File: config.mk
export PLATFORM = sky130hd
export DESIGN_NAME = brk_trig_bank
export DESIGN_NICKNAME = d
export VERILOG_FILES = /design/src/rtl/brk_trig_pkg.sv /design/src/rtl/brk_trig_slot.sv /design/src/rtl/brk_trig_rdmux.sv /design/src/rtl/brk_trig_summary.sv /design/src/rtl/brk_trig_bank.sv
export SDC_FILE = /design/constraint.sdc
export NUM_CORES = 1
export LEC_CHECK = 0
export ABC_AREA = 1
export BUFFER_PORTS_ARGS = -buffer_cell sky130_fd_sc_hd__buf_2
export CORE_MARGIN = 2
export CORE_UTILIZATION = 60
export DETAILED_ROUTE_END_ITERATION = 8
export PLACE_DENSITY = 0.78
export RECOVER_POWER = 25
export SETUP_SLACK_MARGIN = 0.05
export SLEW_MARGIN = 10
export SYNTH_ARGS = -nofsm -noshare
export SYNTH_HDL_FRONTEND = slang
export SYNTH_SLANG_ARGS = --single-unit
File: constraint.sdc
create_clock -name clk -period 1.95 [get_ports clk]
set_input_delay 0.39 -clock clk [delete_from_list [all_inputs] [get_ports clk]]
set_output_delay 0.39 -clock clk [all_outputs]
set_load 0.02 [all_outputs]
File: src/rtl/brk_trig_pkg.sv
package brk_trig_pkg;

  typedef enum logic [1:0] {
    ADDR_SEL  = 2'd0,
    ADDR_CTRL = 2'd1,
    ADDR_CMP  = 2'd2,
    ADDR_AUX  = 2'd3
  } trig_addr_e;

  // Low 20 bits match the control word layout [19:0]; dmode sits above them.
  typedef struct packed {
    logic       dmode;
    logic       sel;
    logic       timing;
    logic [5:0] action;
    logic       chain;
    logic [3:0] match;
    logic       m;
    logic       h;
    logic       s;
    logic       u;
    logic       exec;
    logic       store;
    logic       load;
  } trig_ctrl_t;

  localparam logic [3:0] TRIG_TYPE = 4'd2;

endpackage

File: src/rtl/brk_trig_slot.sv
module brk_trig_slot
  import brk_trig_pkg::*;
#(
  parameter int XLEN = 32
) (
  input  logic            clk,
  input  logic            rst_n,
  input  logic            wr_ctrl,
  input  logic            wr_cmp,
  input  logic [XLEN-1:0] wdata,
  input  logic            dbg_mode,
  output trig_ctrl_t      ctrl_q,
  output logic [XLEN-1:0] cmp_q,
  output logic            locked
);

  localparam int DMODE_BIT = XLEN - 5;

  trig_ctrl_t      ctrl_d;
  logic [XLEN-1:0] cmp_d;
  logic            ctrl_en;
  logic            cmp_en;

  assign locked  = ctrl_q.dmode & ~dbg_mode;
  assign ctrl_en = wr_ctrl & ~locked;
  assign cmp_en  = wr_cmp & ~locked;

  always_comb begin
    ctrl_d = {wdata[DMODE_BIT], wdata[19:0]};
    if (ctrl_d.exec) ctrl_d.timing = 1'b0;
    cmp_d = wdata;
  end

  always_ff @(posedge clk or negedge rst_n) begin
    if (!rst_n) begin
      ctrl_q <= '0;
    end else if (ctrl_en) begin
      ctrl_q <= ctrl_d;
    end
  end

  always_ff @(posedge clk or negedge rst_n) begin
    if (!rst_n) begin
      cmp_q <= '0;
    end else if (cmp_en) begin
      cmp_q <= cmp_d;
    end
  end

  // a locked trigger keeps its state across an attempted write
  a_r3_locked_hold: assert property (@(posedge clk) disable iff (!rst_n)
    ((wr_ctrl || wr_cmp) && ctrl_q.dmode && !dbg_mode) |=> ($stable(ctrl_q) && $stable(cmp_q)));

  // an accepted write with execute set leaves timing cleared
  a_r5_exec_timing: assert property (@(posedge clk) disable iff (!rst_n)
    (wr_ctrl && !locked && wdata[2]) |=> (ctrl_q.exec && !ctrl_q.timing));

endmodule

File: src/rtl/brk_trig_rdmux.sv
module brk_trig_rdmux
  import brk_trig_pkg::*;
#(
  parameter int XLEN  = 32,
  parameter int NTRIG = 4,
  parameter int SEL_W = 2
) (
  input  logic [1:0]       addr,
  input  logic [SEL_W-1:0] sel,
  input  trig_ctrl_t       ctrl [NTRIG],
  input  logic [XLEN-1:0]  cmp  [NTRIG],
  output logic [XLEN-1:0]  rdata
);

  localparam int DMODE_BIT = XLEN - 5;

  logic            sel_ok;
  trig_ctrl_t      cur;
  logic [XLEN-1:0] ctrl_word;

  assign sel_ok = (int'(sel) < NTRIG);

  always_comb begin
    cur = '0;
    for (int i = 0; i < NTRIG; i++) begin
      if (int'(sel) == i) cur = ctrl[i];
    end
    ctrl_word                   = '0;
    ctrl_word[XLEN-1:XLEN-4]    = TRIG_TYPE;
    ctrl_word[DMODE_BIT]        = cur.dmode;
    ctrl_word[19:0]             = cur[19:0];
  end

  always_comb begin
    rdata = '0;
    unique case (trig_addr_e'(addr))
      ADDR_SEL:  rdata = XLEN'(sel);
      ADDR_CTRL: rdata = sel_ok ? ctrl_word : '0;
      ADDR_CMP: begin
        for (int i = 0; i < NTRIG; i++) begin
          if (int'(sel) == i) rdata = cmp[i];
        end
      end
      ADDR_AUX:  rdata = '0;
      default:   rdata = '0;
    endcase
  end

endmodule

File: src/rtl/brk_trig_summary.sv
module brk_trig_summary
  import brk_trig_pkg::*;
#(
  parameter int NTRIG = 4
) (
  input  trig_ctrl_t ctrl [NTRIG],
  output logic       any_exec,
  output logic       any_load,
  output logic       any_store
);

  logic [NTRIG-1:0] exec_v;
  logic [NTRIG-1:0] load_v;
  logic [NTRIG-1:0] store_v;

  for (genvar g = 0; g < NTRIG; g++) begin : g_collect
    assign exec_v[g]  = ctrl[g].exec;
    assign load_v[g]  = ctrl[g].load;
    assign store_v[g] = ctrl[g].store;
  end

  assign any_exec  = |exec_v;
  assign any_load  = |load_v;
  assign any_store = |store_v;

endmodule

File: src/rtl/brk_trig_bank.sv
module brk_trig_bank
  import brk_trig_pkg::*;
#(
  parameter int XLEN  = 32,
  parameter int NTRIG = 4
) (
  input  logic            clk,
  input  logic            rst_n,
  input  logic            csr_we,
  input  logic [1:0]      csr_addr,
  input  logic [XLEN-1:0] csr_wdata,
  output logic [XLEN-1:0] csr_rdata,
  input  logic            dbg_mode,
  output logic            watch_fetch,
  output logic            watch_load,
  output logic            watch_store,
  output logic            cfg_changed
);

  localparam int SEL_W = (NTRIG > 1) ? $clog2(NTRIG) : 1;

  logic [SEL_W-1:0] sel_q, sel_d;
  logic             sel_en;
  logic             chg_d;
  logic             wr_ctrl_any, wr_cmp_any;
  logic [NTRIG-1:0] lock_v;
  logic             sel_locked;

  trig_ctrl_t      ctrl_a [NTRIG];
  logic [XLEN-1:0] cmp_a  [NTRIG];

  assign wr_ctrl_any = csr_we && (trig_addr_e'(csr_addr) == ADDR_CTRL);
  assign wr_cmp_any  = csr_we && (trig_addr_e'(csr_addr) == ADDR_CMP);

  always_comb begin
    sel_locked = 1'b0;
    for (int i = 0; i < NTRIG; i++) begin
      if (int'(sel_q) == i) sel_locked = lock_v[i];
    end
  end

  // Select register next state
  always_comb begin
    sel_en = csr_we && (trig_addr_e'(csr_addr) == ADDR_SEL) && (csr_wdata < XLEN'(NTRIG));
    sel_d  = csr_wdata[SEL_W-1:0];
    chg_d  = (wr_ctrl_any || wr_cmp_any) && !sel_locked;
  end

  always_ff @(posedge clk or negedge rst_n) begin
    if (!rst_n) begin
      sel_q <= '0;
    end else if (sel_en) begin
      sel_q <= sel_d;
    end
  end

  always_ff @(posedge clk or negedge rst_n) begin
    if (!rst_n) begin
      cfg_changed <= 1'b0;
    end else begin
      cfg_changed <= chg_d;
    end
  end

  for (genvar g = 0; g < NTRIG; g++) begin : g_slot
    logic hit;
    assign hit = (int'(sel_q) == g);
    brk_trig_slot #(.XLEN(XLEN)) u_slot (
      .clk      (clk),
      .rst_n    (rst_n),
      .wr_ctrl  (wr_ctrl_any && hit),
      .wr_cmp   (wr_cmp_any && hit),
      .wdata    (csr_wdata),
      .dbg_mode (dbg_mode),
      .ctrl_q   (ctrl_a[g]),
      .cmp_q    (cmp_a[g]),
      .locked   (lock_v[g])
    );
  end

  brk_trig_rdmux #(.XLEN(XLEN), .NTRIG(NTRIG), .SEL_W(SEL_W)) u_rdmux (
    .addr  (csr_addr),
    .sel   (sel_q),
    .ctrl  (ctrl_a),
    .cmp   (cmp_a),
    .rdata (csr_rdata)
  );

  brk_trig_summary #(.NTRIG(NTRIG)) u_summary (
    .ctrl      (ctrl_a),
    .any_exec  (watch_fetch),
    .any_load  (watch_load),
    .any_store (watch_store)
  );

  // selection never leaves the implemented range
  a_r2_sel_range: assert property (@(posedge clk) disable iff (!rst_n)
    int'(sel_q) < NTRIG);

  // an out-of-range select write leaves the selection unchanged
  a_r2_sel_reject: assert property (@(posedge clk) disable iff (!rst_n)
    (csr_we && csr_addr == 2'd0 && csr_wdata >= XLEN'(NTRIG)) |=> $stable(sel_q));

  // a change notice always follows a write strobe on the port
  a_r8_pulse_cause: assert property (@(posedge clk) disable iff (!rst_n)
    cfg_changed |-> $past(csr_we));

  // the reserved address reads zero
  a_r6_aux_zero: assert property (@(posedge clk) disable iff (!rst_n)
    (csr_addr == 2'd3) |-> (csr_rdata == '0));

endmodule

==> results.yml <==
setup_path:
  r2r_end: "g_slot[0].u_slot.ctrl_q[19]$_DFFE_PN0P_"
  path_class: "reg2out"
  crit_chain: "buf_6, clkinv_8, nor2_1, buf_4, nand2_1, nand3_1, nand2_1, nand3_1, nand3_1, buf_2"
  rrSetupSlack_ns: 0.01
  cp_max_fo: 5
  worst_path_most_repeated_cell: "nand3_1"
  slowest_delay_ns: 0.38
  worst_setup_path_start_kind: "flop"
  cp_data_arrival_time_ns: 2.18
  crit_path_end_kind: "primary output"
  cp_data_required_time_ns: 1.56
  reg2reg_depth: 11
  cp_slowest_cell: "dfrtp_1"
  reg2reg_from: "sel_q[0]$_DFFE_PN0P_"
sta:
  worst_pin_slew_ns: 0.926
  fmax_mhz: 389
  hold_viol: 0
  relSlewSlack: 0.383
  finalMaxSlewViolations: 0
  grt_setup_unrepaired: "true"
  finClkSkew_ns: 0.0193
  tns_ns: -14.83
  period_minus_slack_ns: 2.57
  layout_setup_ws_ns: -0.618
  fin_crit_sh: 1.32
  setup_viol: 32
status:
  violations: "negative setup slack"
  outcome: "complete, but fails checks"
placement:
  portBuffers: 73
  dpl.hpwl_um: 16900
  place_congestion: 0.898
  placed_area_um2: 10700
  place_ws_ns: 0.0258
worst_hold_path:
  hold_path_depth: 3
  hp-class: "in2reg"
  hold_start: "csr_wdata[3]"
  holdPathEnd: "g_slot[0].u_slot.ctrl_q[3]$_DFFE_PN0P_"
power_and_ir_drop:
  vdd_drop_max_mv: 0.663
  p_leak_nw: 6.04
  switching_share: 0.272
  seqPwrFrac: 0.467
  p_int_mw: 7.74
  clock_power_share: 0.389
  comb_power_share: 0.144
  power_switching_mw: 2.89
  power_per_cell_area_nw_per_um2: 868
drt:
  viasPerCell: 5.92
  wire_per_inst_um: 19.5
  vias: 9005
  route.detailed.drc: 0
  detail-route-antenna-nets: 0
  drtIter0Drc: 1076
  drtPass1Iterations: 6
  wirelength_um: 29700
yosys:
  yosys.area_share.xor_xnor: 0
  syn_avg_cell_area_um2: 8.36
  synth_top_area_frac: 0.543
  syn_inst: 1185
  synth_area_leaders: "dfrtp_1 (54%), nand2_1 (12%), o21ai_1 (8.5%)"
  ys_warn_count: 0
  syn_nets: 1223
  ys_types: 28
  synth_fa_ha_area_frac: 0
  ys_seq_elements: 215
  ys_seq_area_frac: 0.543
  syn_area_um2: 9910
  synth_ff_type: "dfrtp_1"
  synth_commonest_cells: "nand2_1 (318), dfrtp_1 (215), o21ai_1 (169), o21ai_0 (136), nor2_1 (85)"
  synth_edf_count: 0
  synth_compound_area_frac: 0.189
  async_reset_ff_frac: 1.00
  yosysMostFrequentCell: "nand2_1"
  synth_top_area_cell: "dfrtp_1"
  synthMuxAreaShare: 0
  synth_top_family_by_area: "simple AND/OR/NAND/NOR gates"
  synth_simple_gate_area_frac: 0.192
cts:
  cts_tree: "done"
  cts_buffers: 23
  clk_pin_slew_ns: 0.07
  cts_max_level: 1
  cts.path.max_buffers: 3
  root_buffer: "clkbuf_16"
  worstSkewPairLatency_ns: 0.52
  cts_sinks: 215
global_route:
  grt.total_usage: 0.309
  grt_pass1_wl_um: 43300
  overflow: 0
  antenna_found_initial: 1
  grt_start_max_net_pins: 88
  grt_pass1_vias: 8226
layout:
  area_growth_pct: 23.7
  drive_above_1_share: 0.208
  fin_util: 0.766
  postLayoutCellArea_um2: 12300
  layout.nets: 1327
run:
  max-cap-violations: 0
floorplanning:
  ios: 74
  fp.dieH_um: 133
  fp-row-count: 46
  fp.dieW_um: 133
  start_util: 0.619
  die_area_um2: 17600
  core-area_um2: 16000
cells by family after synthesis:
| kind of cell | count (synthesis) |
|---|---|
| simple gates | 463 |
| buf+inv | 153 |
| compound gates | 354 |
| flops | 215 |
flip-flops by register name, summed over array words and instances (netlist names):
| signal | count |
|---|---|
| cfg_changed | 1 |
| g_slot.u_slot.cmp_q | 128 |
| g_slot.u_slot.ctrl_q | 84 |
| sel_q | 2 |
cell usage in the layout, fill, tap and decap left out, types with 2 or more instances in the layout:
master and count:
a21oi_1 9, buf_12 19, buf_2 43, buf_4 37, buf_6 34, buf_8 7, clkbuf_1 10, clkbuf_16 28
clkbuf_8 4, clkinv_2 2, dfrtp_1 215, inv_1 75, inv_2 3, inv_6 4, nand2_1 301, nand2_2 18
nand2_4 7, nand3_1 23, nand3_2 6, nand4_1 3, nor2_1 75, nor2_2 6, nor2_4 9, o211ai_1 34
o21ai_0 74, o21ai_1 209, o21ai_2 20, o21ai_4 2, o31ai_1 2, or2_2 12
routing by layer:
metal | part of all wire | track usage
met1 | 0.40 | 0.448
met2 | 0.47 | 0.490
met3 | 0.10 | 0.0525
met4 | 0.024 | 0.0759
met5 | 0 | 0
per-stage QoR:
step / hold slack (ns) / cells / power, mW
after floorplan: 0.0944 / 1185 / 5.81
after global placement: 0.256 / 1455 / 6.24
after detailed placement: 0.256 / 1455 / 6.29
after CTS: 0.126 / 1498 / 10.4
after global routing: 0.154 / 1522 / 11.0
final: 0.134 / 1522 / 10.6
final cells by class:
type / instances / area (um^2)
Sequential cell: 215 / 5380
Multi-Input combinational cell: 817 / 4040
Fill cell: 1081 / 3750
Timing Repair Buffer: 148 / 1510
Clock buffer: 36 / 664
Inverter: 83 / 348
Tap cell: 216 / 270
Clock inverter: 5 / 36.3
Timing Repair inverter: 1 / 8.76
Antenna cell: 1 / 2.50
worst max path at each step:
stage / start / endpoint / cells after the start / slack (ns)
floorplan: sel_q[1]$_DFFE_PN0P_ / csr_rdata[15] / 7 / 0.07
global placement: csr_addr[0] / csr_rdata[2] / 8 / -0.0005
detailed placement: csr_addr[0] / csr_rdata[2] / 8 / 0.03
CTS: sel_q[0]$_DFFE_PN0P_ / csr_rdata[0] / 9 / -0.47
global route: sel_q[1]$_DFFE_PN0P_ / csr_rdata[0] / 10 / -0.75
finish: sel_q[1]$_DFFE_PN0P_ / csr_rdata[0] / 10 / -0.62
worst max-delay path, delay by kind of cell (launching register included):
| family | cells | cell delay, ns |
|---|---|---|
| AND/OR/NAND/NOR | 6 | 0.62 |
| buffers and inverters | 4 | 0.64 |
| flip-flops | 1 | 0.38 |
power groups by stage:
stage          Clock (mW)  Combinational [mW]  Sequential, mW
2_1_floorplan           0               0.846            4.96
3_3_place_gp            0                1.26            4.99
3_5_place_dp            0                1.29            5.00
4_1_cts              4.11                1.32            4.93
5_1_grt              4.32                1.69            5.00
6_report             4.13                1.53            4.97
timing repair:
action	CTS	global route
endpoints found under the setup margin	33	44
pin swaps	1	42
gates resized for setup	16	204
setup buffers	1	16
endpoints found under the hold margin	52	0
gates cloned	0	7
hold buffers	1	0
Power figures use the tool's default switching activity.
